<file path="src/rtl/pst_pkg.sv">
package pst_pkg;

    localparam int PST_NPH     = 16;
    localparam int PST_PAT_MAX = 32;
    localparam int PST_LEN_MIN = 8;

    typedef enum logic [2:0] {
        XP_IDLE  = 3'd0,
        XP_CMD   = 3'd1,
        XP_ADDR  = 3'd2,
        XP_MODE  = 3'd3,
        XP_DUMMY = 3'd4,
        XP_LEARN = 3'd5,
        XP_READ  = 3'd6,
        XP_RSVD  = 3'd7
    } xfer_ph_e;

    typedef enum logic {
        TS_IDLE  = 1'b0,
        TS_LEARN = 1'b1
    } trn_st_e;

endpackage

</file>
<file path="src/rtl/pst_lane_cmp.sv">
module pst_lane_cmp #(
    parameter int NPH = 16
) (
    input  logic           clk,
    input  logic           rst,
    input  logic           upd,
    input  logic           clr,
    input  logic           cmp_en,
    input  logic           ref_bit,
    input  logic [NPH-1:0] samp,
    output logic [NPH-1:0] miss
);

    // One sticky mismatch flag per candidate phase.
    for (genvar g = 0; g < NPH; g++) begin : g_lane
        logic flag_q;
        logic bad_now;

        assign bad_now = cmp_en & (samp[g] ^ ref_bit);

        always_ff @(posedge clk) begin
            if (rst) begin
                flag_q <= 1'b0;
            end else if (upd) begin
                flag_q <= (clr ? 1'b0 : flag_q) | bad_now;
            end
        end

        assign miss[g] = flag_q;
    end

endmodule

</file>
<file path="src/rtl/pst_centre_pick.sv">
module pst_centre_pick #(
    parameter int NPH  = 16,
    localparam int PH_W  = $clog2(NPH),
    localparam int CNT_W = $clog2(NPH + 1)
) (
    input  logic [NPH-1:0]  pass,
    output logic [PH_W-1:0] pick,
    output logic            any
);

    logic [CNT_W-1:0] run_len;
    logic [CNT_W-1:0] best_len;
    logic [PH_W-1:0]  run_start;
    logic [PH_W-1:0]  best_start;
    logic [CNT_W-1:0] half;

    // Linear scan; a strictly longer run is needed to replace the best,
    // so the lowest-indexed run wins ties. No wraparound.
    always_comb begin
        run_len    = '0;
        best_len   = '0;
        run_start  = '0;
        best_start = '0;
        for (int i = 0; i < NPH; i++) begin
            if (pass[i]) begin
                if (run_len == '0) begin
                    run_start = PH_W'(i);
                end
                run_len = run_len + 1'b1;
                if (run_len > best_len) begin
                    best_len   = run_len;
                    best_start = run_start;
                end
            end else begin
                run_len = '0;
            end
        end
    end

    assign any  = |pass;
    assign half = (best_len == '0) ? '0 : ((best_len - 1'b1) >> 1);
    assign pick = best_start + half[PH_W-1:0];

endmodule

</file>
<file path="src/rtl/pst_phase_trainer.sv">
module pst_phase_trainer
    import pst_pkg::*;
#(
    parameter int NPH     = PST_NPH,
    parameter int PAT_MAX = PST_PAT_MAX,
    parameter int LEN_MIN = PST_LEN_MIN,
    localparam int PH_W   = $clog2(NPH),
    localparam int LEN_W  = $clog2(PAT_MAX + 1)
) (
    input  logic               clk,
    input  logic               rst,
    input  logic [2:0]         xfer_phase,
    input  logic [NPH-1:0]     samp_bits,
    input  logic [PAT_MAX-1:0] ref_pattern,
    input  logic [LEN_W-1:0]   pat_len,
    output logic [PH_W-1:0]    sel_phase,
    output logic [NPH-1:0]     pass_mask,
    output logic               no_pass_err,
    output logic               rd_bit,
    output logic               rd_valid
);

    xfer_ph_e         ph_in;
    trn_st_e          state_q;
    trn_st_e          state_d;
    logic             learn_now;
    logic             learn_start;
    logic             commit;
    logic [LEN_W-1:0] len_eff;
    logic [LEN_W-1:0] bit_cnt;
    logic [LEN_W-1:0] cnt_cur;
    logic [LEN_W-1:0] ref_idx;
    logic             cmp_en;
    logic             ref_bit;
    logic [NPH-1:0]   miss_flags;
    logic [PH_W-1:0]  pick_ph;
    logic             any_pass;
    logic [PH_W-1:0]  eff_ph;

    assign ph_in       = xfer_ph_e'(xfer_phase);
    assign learn_now   = (ph_in == XP_LEARN);
    assign learn_start = learn_now && (state_q == TS_IDLE);
    assign commit      = (state_q == TS_LEARN) && !learn_now;

    // Next-state logic.
    always_comb begin
        state_d = state_q;
        unique case (state_q)
            TS_IDLE:  state_d = learn_now ? TS_LEARN : TS_IDLE;
            TS_LEARN: state_d = learn_now ? TS_LEARN : TS_IDLE;
            default:  state_d = TS_IDLE;
        endcase
    end

    // State register.
    always_ff @(posedge clk) begin
        if (rst) begin
            state_q <= TS_IDLE;
        end else begin
            state_q <= state_d;
        end
    end

    // Effective pattern length, clamped into the supported range.
    always_comb begin
        if (pat_len < LEN_W'(LEN_MIN)) begin
            len_eff = LEN_W'(LEN_MIN);
        end else if (pat_len > LEN_W'(PAT_MAX)) begin
            len_eff = LEN_W'(PAT_MAX);
        end else begin
            len_eff = pat_len;
        end
    end

    // Bit position within the learn window, MSB of the pattern first.
    assign cnt_cur = learn_start ? '0 : bit_cnt;
    assign cmp_en  = learn_now && (cnt_cur < len_eff);
    assign ref_idx = cmp_en ? (len_eff - 1'b1 - cnt_cur) : '0;

    always_comb begin
        ref_bit = 1'b0;
        for (int j = 0; j < PAT_MAX; j++) begin
            if (ref_idx == LEN_W'(j)) begin
                ref_bit = ref_pattern[j];
            end
        end
    end

    always_ff @(posedge clk) begin
        if (rst) begin
            bit_cnt <= '0;
        end else if (learn_now) begin
            bit_cnt <= cmp_en ? (cnt_cur + 1'b1) : cnt_cur;
        end
    end

    pst_lane_cmp #(
        .NPH(NPH)
    ) u_cmp (
        .clk    (clk),
        .rst    (rst),
        .upd    (learn_now),
        .clr    (learn_start),
        .cmp_en (cmp_en),
        .ref_bit(ref_bit),
        .samp   (samp_bits),
        .miss   (miss_flags)
    );

    pst_centre_pick #(
        .NPH(NPH)
    ) u_pick (
        .pass(~miss_flags),
        .pick(pick_ph),
        .any (any_pass)
    );

    // The first read cycle already uses the freshly chosen phase.
    assign eff_ph = (commit && any_pass) ? pick_ph : sel_phase;

    // Output registers.
    always_ff @(posedge clk) begin
        if (rst) begin
            sel_phase   <= '0;
            pass_mask   <= '0;
            no_pass_err <= 1'b0;
            rd_bit      <= 1'b0;
            rd_valid    <= 1'b0;
        end else begin
            if (commit) begin
                pass_mask   <= ~miss_flags;
                no_pass_err <= !any_pass;
                if (any_pass) begin
                    sel_phase <= pick_ph;
                end
            end
            rd_valid <= (ph_in == XP_READ);
            if (ph_in == XP_READ) begin
                rd_bit <= samp_bits[eff_ph];
            end
        end
    end

    // Assertions
    a_r1_reset_state: assert property (@(posedge clk)
        rst |=> (sel_phase == '0) && (pass_mask == '0) && !no_pass_err && !rd_valid);

    a_r4_err_matches_mask: assert property (@(posedge clk) disable iff (rst)
        commit |=> (no_pass_err == (pass_mask == '0)));

    a_r5_sel_in_passing: assert property (@(posedge clk) disable iff (rst)
        (commit && any_pass) |=> pass_mask[sel_phase]);

    a_r6_hold_on_fail: assert property (@(posedge clk) disable iff (rst)
        (commit && !any_pass) |=> (sel_phase == $past(sel_phase)));

    a_r7_valid_follows: assert property (@(posedge clk) disable iff (rst)
        (ph_in == XP_READ) |=> rd_valid);

    a_r7_valid_drops: assert property (@(posedge clk) disable iff (rst)
        (ph_in != XP_READ) |=> !rd_valid);

    a_r8_quiet_between: assert property (@(posedge clk) disable iff (rst)
        !commit |=> ($stable(sel_phase) && $stable(pass_mask) && $stable(no_pass_err)));

endmodule

</file>
<file path="config.mk">
export PLATFORM = sky130hd
export DESIGN_NAME = pst_phase_trainer
export DESIGN_NICKNAME = d
export VERILOG_FILES = /design/src/rtl/pst_pkg.sv /design/src/rtl/pst_lane_cmp.sv /design/src/rtl/pst_centre_pick.sv /design/src/rtl/pst_phase_trainer.sv
export SDC_FILE = /design/constraint.sdc
export NUM_CORES = 1
export LEC_CHECK = 0
export ABC_AREA = 1
export BUFFER_PORTS_ARGS = -buffer_cell sky130_fd_sc_hd__buf_4
export CAP_MARGIN = 40
export CORE_MARGIN = 2
export CORE_UTILIZATION = 40
export DETAILED_ROUTE_END_ITERATION = 12
export PLACE_DENSITY_LB_ADDON = 0.15
export REMOVE_ABC_BUFFERS = 1
export SYNTH_ARGS = -nofsm -noshare
export SYNTH_HDL_FRONTEND = slang
export SYNTH_SLANG_ARGS = --single-unit
</file>
<file path="constraint.sdc">
create_clock -name clk -period 16.7 [get_ports clk]
set_input_delay 3.34 -clock clk [delete_from_list [all_inputs] [get_ports clk]]
set_output_delay 3.34 -clock clk [all_outputs]
set_load 0.005 [all_outputs]
</file>
==> flow_metrics.tcl, run 1 <==
set metrics [dict create \
    vias_after_detailed_routing 9093 \
    setup.worst_path.end_class "register" \
    clock_insertion_delay_worst_skew_ns 0.29 \
    period_minus_slack_ns 16.73 \
    r2r_slack_ns -0.03 \
    mappedNetlistArea_um2 7249 \
    post-route-util_pct 61.56 \
    layoutNonFillerInstCount 1769 \
    hold_class "register to register" \
    tritoncts_clock_tree "done" \
    grt_pass1_vias 8555 \
    violations_in_the_final_reports "setup timing" \
    syn_area_per_cell_um2 5.717 \
    die-area_um2 19220 \
    critical_path.reg2reg.endpoint "rd_bit" \
    synth_seq_cells 46 \
    synth-warning-count 0 \
    cts.root.buffer_cell "clkbuf_16" \
    avgViaCountPerCell 5.140 \
    setup.worst_path.class "register to register" \
    synth_ff_type "dfxtp_1" \
    worstPathRequired_ns 16.92 \
    skew_ns 0.008587 \
    timing.critical_path.from_type "register" \
    num_antenna_cells 0 \
    slew_worst_pin_ns 0.8196 \
    placeable_core_region_um2 17900 \
    finalSetupViolCount 1 \
    ant_nets 0 \
    maximum_number_of_pins_on_one_net_before_global_route_repair 26 \
    synth_edf_count 0 \
    numClockSinks 46 \
    wire_length_of_the_first_global_routing_pass_um 39070 \
    detail_route.first_pass.iterations 6 \
    grt_usage_pct 23.53 \
    final-hold-violation-count 0 \
    post-route-period-util_pct 100.2 \
    htree_levels 2 \
    fmax_mhz 59.76 \
    fraction_of_layout_instances_using_a_drive_strength_above_1_pct 40.45 \
    relSlewSlack_pct 45.04 \
    synth_common_cells "318 x nand2_1, 202 x inv_1, 126 x nor2_1, 85 x ha_1, 85 x o21ai_0" \
    syn_inst 1268 \
    outcome "finished with violations" \
    post_synth_main_area_contributors "nand2_1 16%, ha_1 15%, dfxtp_1 13%, inv_1 10%, nor2_1 6.5%" \
    worstReg2RegStart "u_cmp.g_lane[0].flag_q" \
    finalWeightedCongestion 0.8941 \
    synth.largest_area_cell "nand2_1" \
    layout.filler_cells 1692 \
    rsz_0062_raised_after_global_routing "yes" \
    maxCapViolations 0 \
    die_width_um 138.6 \
    num-nets-final 1686 \
    post_synth_num_cell_types 51 \
    layout-area-overhead-vs-synth_pct 52.02 \
    synthDominantCellAreaShare_pct 16.47 \
    r2r_worst_path_depth 141 \
    worst_slack_after_detailed_placement_ns -0.9635 \
    gr-total-overflow 0 \
    port_buffers 81 \
    master_of_the_slowest_instance_on_the_critical_path "fa_1" \
    post_drt_wl_per_cell_um 14.04 \
    holdPathStages 2 \
    ctsLongestPathBuffers 2 \
    hold_path.startpoint "bit_cnt[5]" \
    synth_async_sr_flop_share_pct 0 \
    post-dp-hpwl_um 17890 \
    synth.most_common_cell "nand2_1" \
    slowest_delay_ns 0.51 \
    dp.cells 1686 \
    worst_slack_ns -0.03417 \
    drtIter0Drc 502 \
    timing_max_transition_violations_final 0 \
    hold_path_end "bit_cnt[5]" \
    die_height_um 138.6 \
    floorplan.initialDensity_pct 40.49 \
    grt_antenna_before_repair 0 \
    fin_worst_hold_slack_ns 0.5011 \
    drt-total-wl_um 24840 \
    critical_path_arrival_ns 16.96 \
    synth_seq_area_share_pct 12.70 \
    worst-path-max-fanout 6 \
    drc 0 \
    top_level_ports 82 \
    cts-buffers-inserted 5 \
    placement_rows 49 \
    clkSlewWorstSetupHoldPaths_ns 0.06 \
]
==> registers in the layout, summed over array words and instances, names as in the netlist <==
register / flops
pass_mask: 16
u_cmp.g_lane.flag_q: 16
bit_cnt: 6
sel_phase: 4
no_pass_err: 1
rd_bit: 1
rd_valid: 1
state_q: 1
==> worst max-delay path by stage <==
stage,from,to,depth (start not counted)
2_1_floorplan,u_cmp.g_lane[1].flag_q,rd_bit,152
3_3_place_gp,u_cmp.g_lane[0].flag_q,rd_bit,138
3_5_place_dp,u_cmp.g_lane[0].flag_q,rd_bit,142
4_1_cts,u_cmp.g_lane[0].flag_q,rd_bit,150
5_1_grt,u_cmp.g_lane[0].flag_q,rd_bit,151
6_report,u_cmp.g_lane[0].flag_q,rd_bit,141
==> through the flow <==
step	setup TNS [ns]	instance area, µm²
global route	-3.967	11020
floorplan	-3.025	7152
finish	-0.03417	11020
detailed placement	-2.311	9052
CTS	0	9809
global placement	-0.4451	9022
==> cell families (layout without fill, tap and decap cells) <==
| logic type | Yosys count | after routing | synth area share [%] |
|---|---|---|---|
| AO/OA/AOI/OAI | 233 | 233 | 17.81 |
| XOR/XNOR | 8 | 8 | 1.070 |
| adder cells (fa/ha/maj) | 87 | 87 | 15.22 |
| buffers and inverters | 251 | 520 | 13.10 |
| flip-flops | 46 | 46 | 12.70 |
| multiplexers | 1 | 1 | 0.1381 |
| other | 2 | 5 | 0.1036 |
| AND/OR/NAND/NOR | 640 | 640 | 39.85 |
==> worst max-delay path, delay by kind of cell, from the launching register on <==
kind            cells  cell delay (ns)
buf+inv            32             2.96
compound gates     26             2.64
fa+ha+maj          17             4.52
flops               1             0.37
simple gates       66             6.15
==> final cells by class <==
cell class	count	area [µm²]	area share, %
flip-flops and latches	46	925.9	8.401
multi-input cells	974	6536	59.31
repair buffers	289	2278	20.67
well taps	229	286.5	2.600
clock buffers	7	132.6	1.203
inverters	224	860.8	7.811
==> cell usage in the layout, fill, tap and decap left out, types with 12 or more instances in the layout <==
| cell | instances |
|---|---|
| a21oi_1 | 71 |
| buf_4 | 262 |
| buf_6 | 25 |
| dfxtp_1 | 44 |
| ha_1 | 46 |
| ha_4 | 29 |
| inv_1 | 155 |
| inv_2 | 59 |
| nand2_1 | 245 |
| nand2_2 | 81 |
| nand2_4 | 17 |
| nand3_1 | 72 |
| nand3_2 | 23 |
| nand4_1 | 31 |
| nor2_1 | 107 |
| nor2_2 | 16 |
| nor2_4 | 12 |
| o211ai_1 | 16 |
| o21ai_0 | 46 |
| o21ai_1 | 23 |
| o21ai_2 | 25 |
==> routing by layer <==
metal,GRT usage (%),routed length (µm)
met5,0,0
met4,3.243,258
met3,1.347,860
met2,42.55,12380
met1,31.71,11340
==> repair_timing <==
item / 4_1_cts / 5_1_grt
setup buffers: 46 / 32
gates resized for setup: 99 / 266
pin swaps: 44 / 150
hold buffers: 0 / 0
setup endpoints to repair: 4 / 5
Power of run 1 is left out: the tool's default activity adds up to more than one toggle a clock period on the data nets, which glitch-free logic cannot reach.
==> inputs of run 2 (changes only) <==
ABC_AREA = default   (was 1)
CORE_UTILIZATION = 28   (was 40)
CTS_CLUSTER_DIAMETER = 40   (was default)
==> flow_metrics.tcl, run 2 <==
set metrics [dict create \
    outcome "finished with violations" \
    violations_in_the_final_reports "setup timing" \
    fin_setup_tns_ns -12.30 \
    synth_edf_count 0 \
    placedInstanceArea_um2 9942 \
    synth_ff_type "dfxtp_1" \
    cts.root.buffer_cell "clkbuf_16" \
    cts-buffers-inserted 5 \
    slowest_delay_ns 0.60 \
    post_synth_num_cell_types 82 \
    slew_worst_pin_ns 0.8347 \
    worst-path-max-fanout 8 \
    syn_area_per_cell_um2 6.964 \
    die_width_um 165.8 \
    layout.filler_cells 2499 \
    syn_inst 1053 \
    numClockSinks 46 \
    critical_path_arrival_ns 20.00 \
    setup.worst_path.class "register to register" \
    synth.largest_area_cell "ha_1" \
    floorplan.initialDensity_pct 28.30 \
    fmax_mhz 50.43 \
    relSlewSlack_pct 44.29 \
    met2WireLength_um 15380 \
    fraction_of_layout_instances_using_a_drive_strength_above_1_pct 45.80 \
    synth_async_sr_flop_share_pct 0 \
    route.top_layer_used "met4" \
    met3RoutedLength_um 1506 \
    rsz_0062_raised_after_global_routing "yes" \
    skew_ns 0.006119 \
    num_antenna_cells 0 \
    grt_usage_pct 21.68 \
    cp_common_cell "ha_4" \
    timing.critical_path.from_type "register" \
    ant_nets 0 \
    placeable_core_region_um2 25910 \
    gr-total-overflow 0 \
    dp.cells 1654 \
    master_of_the_slowest_instance_on_the_critical_path "fa_2" \
    port_buffers 81 \
    registers_with_the_highest_flip_flop_counts "pass_mask x16, u_cmp.g_lane.flag_q x16, bit_cnt x6" \
    post_synth_main_area_contributors "ha_1 15%, dfxtp_1 13%, nor2_1 7.3%, a21oi_1 5.8%, nand2_1 4.7%" \
    drt-total-wl_um 31600 \
    num-nets-final 1621 \
    top_level_ports 82 \
    clock_insertion_delay_worst_skew_ns 0.29 \
    placement_rows 59 \
    fin_worst_hold_slack_ns 0.4907 \
    finalWeightedCongestion 0.8845 \
    vias_after_detailed_routing 9558 \
    die-area_um2 27500 \
    post-route-cell-area_um2 12570 \
    timing_max_transition_violations_final 0 \
    r2r_slack_ns -3.13 \
    m1WireLength_um 14240 \
    worstPathRequired_ns 16.87 \
    die_height_um 165.8 \
    worst_slack_ns -3.131 \
    synth_common_cells "143 x nor2_1, 91 x nand2_1, 85 x a21oi_1, 85 x ha_1, 64 x o21ai_0" \
    synth_seq_cells 46 \
    layoutNonFillerInstCount 1811 \
    synth-warning-count 0 \
    ctsLongestPathBuffers 2 \
    synth_seq_area_share_pct 12.56 \
    layout-area-overhead-vs-synth_pct 71.35 \
    tritoncts_clock_tree "done" \
    hold_class "register to register" \
    period_minus_slack_ns 19.83 \
    clkSlewWorstSetupHoldPaths_ns 0.07 \
    maximum_number_of_pins_on_one_net_before_global_route_repair 34 \
    final-hold-violation-count 0 \
    grt_pass1_vias 9518 \
    cts_hold_repair.buffers 0 \
    avgViaCountPerCell 5.278 \
    finalSetupViolCount 5 \
    mostFrequentLayoutCell "buf_4" \
    post-dp-hpwl_um 23000 \
    setup.worst_path.end_class "register" \
    synth.most_common_cell "nor2_1" \
    htree_levels 2 \
    drc 0 \
    mappedNetlistArea_um2 7333 \
    post_drt_wl_per_cell_um 17.45 \
    drtIter0Drc 493 \
    maxCapViolations 0 \
    detail_route.first_pass.iterations 5 \
    grt_antenna_before_repair 0 \
    most_used_cells_in_the_layout_excluding_fill_and_tap_cells "440 x buf_4, 126 x nor2_1, 85 x nand2_1" \
    wire_length_of_the_first_global_routing_pass_um 49580 \
    synthDominantCellAreaShare_pct 14.50 \
    post-route-period-util_pct 118.7 \
]
run 2: changes by cell type after synthesis, sizes merged, moves of 11 or more:
| cell | delta |
|---|---|
| nand2 | -252 |
| o21ai | -35 |
| nand3 | -76 |
| mux2i | +14 |
| a22o | +17 |
| clkbuf | +26 |
| xnor2 | +11 |
| xor2 | +16 |
| mux2 | +13 |
| inv | -164 |
| a21o | +26 |
| a211oi | +24 |
| nor2b | +17 |
| nand4 | -19 |
run 2: cell type report:
type | instances | area [µm²] | share of cell area, %
Clock buffer | 6 | 138.9 | 1.105
Clock inverter | 2 | 60.06 | 0.4779
Inverter | 57 | 216.5 | 1.723
Multi-Input combinational cell | 901 | 7223 | 57.48
Sequential cell | 46 | 925.9 | 7.368
Tap cell | 335 | 419.2 | 3.336
Timing Repair Buffer | 464 | 3582 | 28.51
run 2: metal layers:
layer  vias up  track usage (%)
met5         -                0
met4         0            4.272
met3        35            2.002
met2       280            38.39
met1      4504            28.73
li1       4739                -
run 2: per-stage QoR:
stage	worst slack (ns)	utilization, %
2_1_floorplan	-6.856	-
3_3_place_gp	-4.460	38.27
3_5_place_dp	-4.856	38.37
4_1_cts	-2.914	45.93
5_1_grt	-3.983	48.50
6_report	-3.131	48.50
run 2: path summary, 6_finish.rpt:
kind	startpoint	endpoint	cells after the start
max	u_cmp.g_lane[0].flag_q	rd_bit	110
min	pass_mask[6]	pass_mask[6]	2
max reg2reg	u_cmp.g_lane[0].flag_q	rd_bit	110
min reg2reg	pass_mask[6]	pass_mask[6]	2
run 2: kinds of logic after synthesis:
group           Yosys count  share of synthesized area, %
simple gates            385                         24.77
other cells               2                        0.1024
fa+ha+maj                87                         15.05
buf+inv                 110                         5.784
xor+xnor                 35                         4.180
mux                      28                         4.095
compound gates          360                         33.46
flops                    46                         12.56
run 2: worst max-delay path, delay by kind of cell (launching register included):
family | cells | cell delay, ns
flops | 1 | 0.37
fa+ha+maj | 17 | 4.54
simple gates | 38 | 5.44
compound gates | 41 | 7.01
buf+inv | 10 | 1.38
mux | 4 | 0.90
run 2: repair_timing:
| item | in CTS | in global routing |
|---|---|---|
| resized for setup | 170 | 108 |
| endpoints found under the hold margin | 0 | 0 |
| endpoints found under the setup margin | 5 | 5 |
| cloned | 1 | 1 |
| buffers inserted | 125 | 24 |
| pin swaps | 106 | 120 |
Power of run 2 is left out for the same reason.
==> inputs of run 3 (changes only) <==
BUFFER_PORTS_ARGS = -buffer_cell sky130_fd_sc_hd__buf_2   (was -buffer_cell sky130_fd_sc_hd__buf_4)
==> flow_metrics.tcl, run 3 (synthesis gave the netlist of run 2 again) <==
set metrics [dict create \
    skew_ns 0.009383 \
    layout-area-overhead-vs-synth_pct 67.24 \
    die-area_um2 27500 \
    post-route-util_pct 47.33 \
    maxCapViolations 0 \
    cts-buffers-inserted 5 \
    finalSetupViolCount 5 \
    critical_path_arrival_ns 19.99 \
    cts_hold_repair.buffers 0 \
    registers_with_the_highest_flip_flop_counts "pass_mask x16, u_cmp.g_lane.flag_q x16, bit_cnt x6" \
    die_width_um 165.8 \
    slew_worst_pin_ns 0.8034 \
    hold_class "register to register" \
    floorplan.initialDensity_pct 28.30 \
    detail_route.first_pass.iterations 5 \
    fraction_of_layout_instances_using_a_drive_strength_above_1_pct 44.84 \
    setup.worst_path.class "register to register" \
    timing_max_transition_violations_final 0 \
    period_minus_slack_ns 19.81 \
    setup.worst_path.end_class "register" \
    die_height_um 165.8 \
    grt_pass1_vias 9502 \
    port_buffers 81 \
    top_level_ports 82 \
    placement_rows 59 \
    master_of_the_slowest_instance_on_the_critical_path "fa_2" \
    mostFrequentLayoutCell "buf_4" \
    ant_nets 0 \
    slowest_delay_ns 0.60 \
    cp_common_cell "buf_4" \
    fin_worst_hold_slack_ns 0.4830 \
    violations_in_the_final_reports "setup timing" \
    grt_antenna_before_repair 0 \
    worst_slack_ns -3.112 \
    cts.root.buffer_cell "clkbuf_16" \
    placeable_core_region_um2 25910 \
    outcome "finished with violations" \
    final-hold-violation-count 0 \
    worstPathRequired_ns 16.87 \
    post_drt_wl_per_cell_um 17.46 \
    drtIter0Drc 530 \
    ctsLongestPathBuffers 2 \
    maximum_number_of_pins_on_one_net_before_global_route_repair 34 \
    finalWeightedCongestion 0.8795 \
    drt-total-wl_um 31590 \
    worst-path-max-fanout 8 \
    num_antenna_cells 0 \
    numClockSinks 46 \
    rsz_0062_raised_after_global_routing "yes" \
    clkSlewWorstSetupHoldPaths_ns 0.07 \
    htree_levels 2 \
    post-dp-hpwl_um 22710 \
    avgViaCountPerCell 5.260 \
    most_used_cells_in_the_layout_excluding_fill_and_tap_cells "355 x buf_4, 130 x nor2_1, 83 x nand2_1" \
    clock_insertion_delay_worst_skew_ns 0.30 \
    relSlewSlack_pct 46.38 \
    tritoncts_clock_tree "done" \
    gr-total-overflow 0 \
    drc 0 \
    wire_length_of_the_first_global_routing_pass_um 49390 \
    num-nets-final 1619 \
    grt_usage_pct 21.65 \
    vias_after_detailed_routing 9516 \
    post-route-period-util_pct 118.6 \
    fmax_mhz 50.47 \
    timing.critical_path.from_type "register" \
]
-- run 3: cell types whose count changed in the layout (fill, tap and decap cells not counted), sizes merged --
cell  before  now
buf      464  462
-- run 3: critical path: cells and delay by family (launching register included) --
| kind | cells | cell delay, ns |
|---|---|---|
| and+or+nand+nor | 29 | 3.46 |
| buffers and inverters | 34 | 4.32 |
| AOI/OAI and AO/OA | 37 | 6.45 |
| DFF | 1 | 0.36 |
| adders and majority gates | 13 | 3.68 |
| muxes | 6 | 1.42 |
-- run 3: metrics by stage --
step	std cells	setup WS, ns	setup TNS [ns]	area [µm²]
global placement	1648	-4.452	-18.24	9691
CTS	1792	-2.810	-10.42	11750
global route	1809	-4.164	-17.15	12260
finish	1809	-3.112	-12.32	12260
floorplan	1003	-6.856	-30.42	7134
detailed placement	1651	-4.815	-19.96	9717
-- run 3: final cells by class --
cell class                      count  area, µm²
Inverter                           57      216.5
Clock inverter                      2      60.06
Fill cell                        2544      13650
Sequential cell                    46      925.9
Timing Repair Buffer              462       3374
Multi-Input combinational cell    901       7129
Tap cell                          335      419.2
Clock buffer                        6      138.9
-- run 3: what timing repair did --
| item | in CTS | in global routing |
|---|---|---|
| gates cloned | 2 | 0 |
| setup endpoints to repair | 5 | 5 |
| gates resized for setup | 173 | 86 |
| pin swaps | 117 | 99 |
| buffers inserted | 132 | 20 |
-- run 3: path summary, 6_finish.rpt --
check / startpoint / to / slack (ns) / cells past startpoint
min reg2reg: pass_mask[1] / pass_mask[1] / 0.48 / 2
max: u_cmp.g_lane[0].flag_q / rd_bit / -3.11 / 119
max reg2reg: u_cmp.g_lane[0].flag_q / rd_bit / -3.11 / 119
min: pass_mask[1] / pass_mask[1] / 0.48 / 2
-- run 3: layer usage --
| metal | GRT usage, % | share of wire (%) |
|---|---|---|
| met5 | 0 | 0 |
| met4 | 6.238 | 2.7 |
| met3 | 2.050 | 4.1 |
| met2 | 38.05 | 48 |
| met1 | 28.14 | 45 |
Power of run 3 is left out for the same reason.
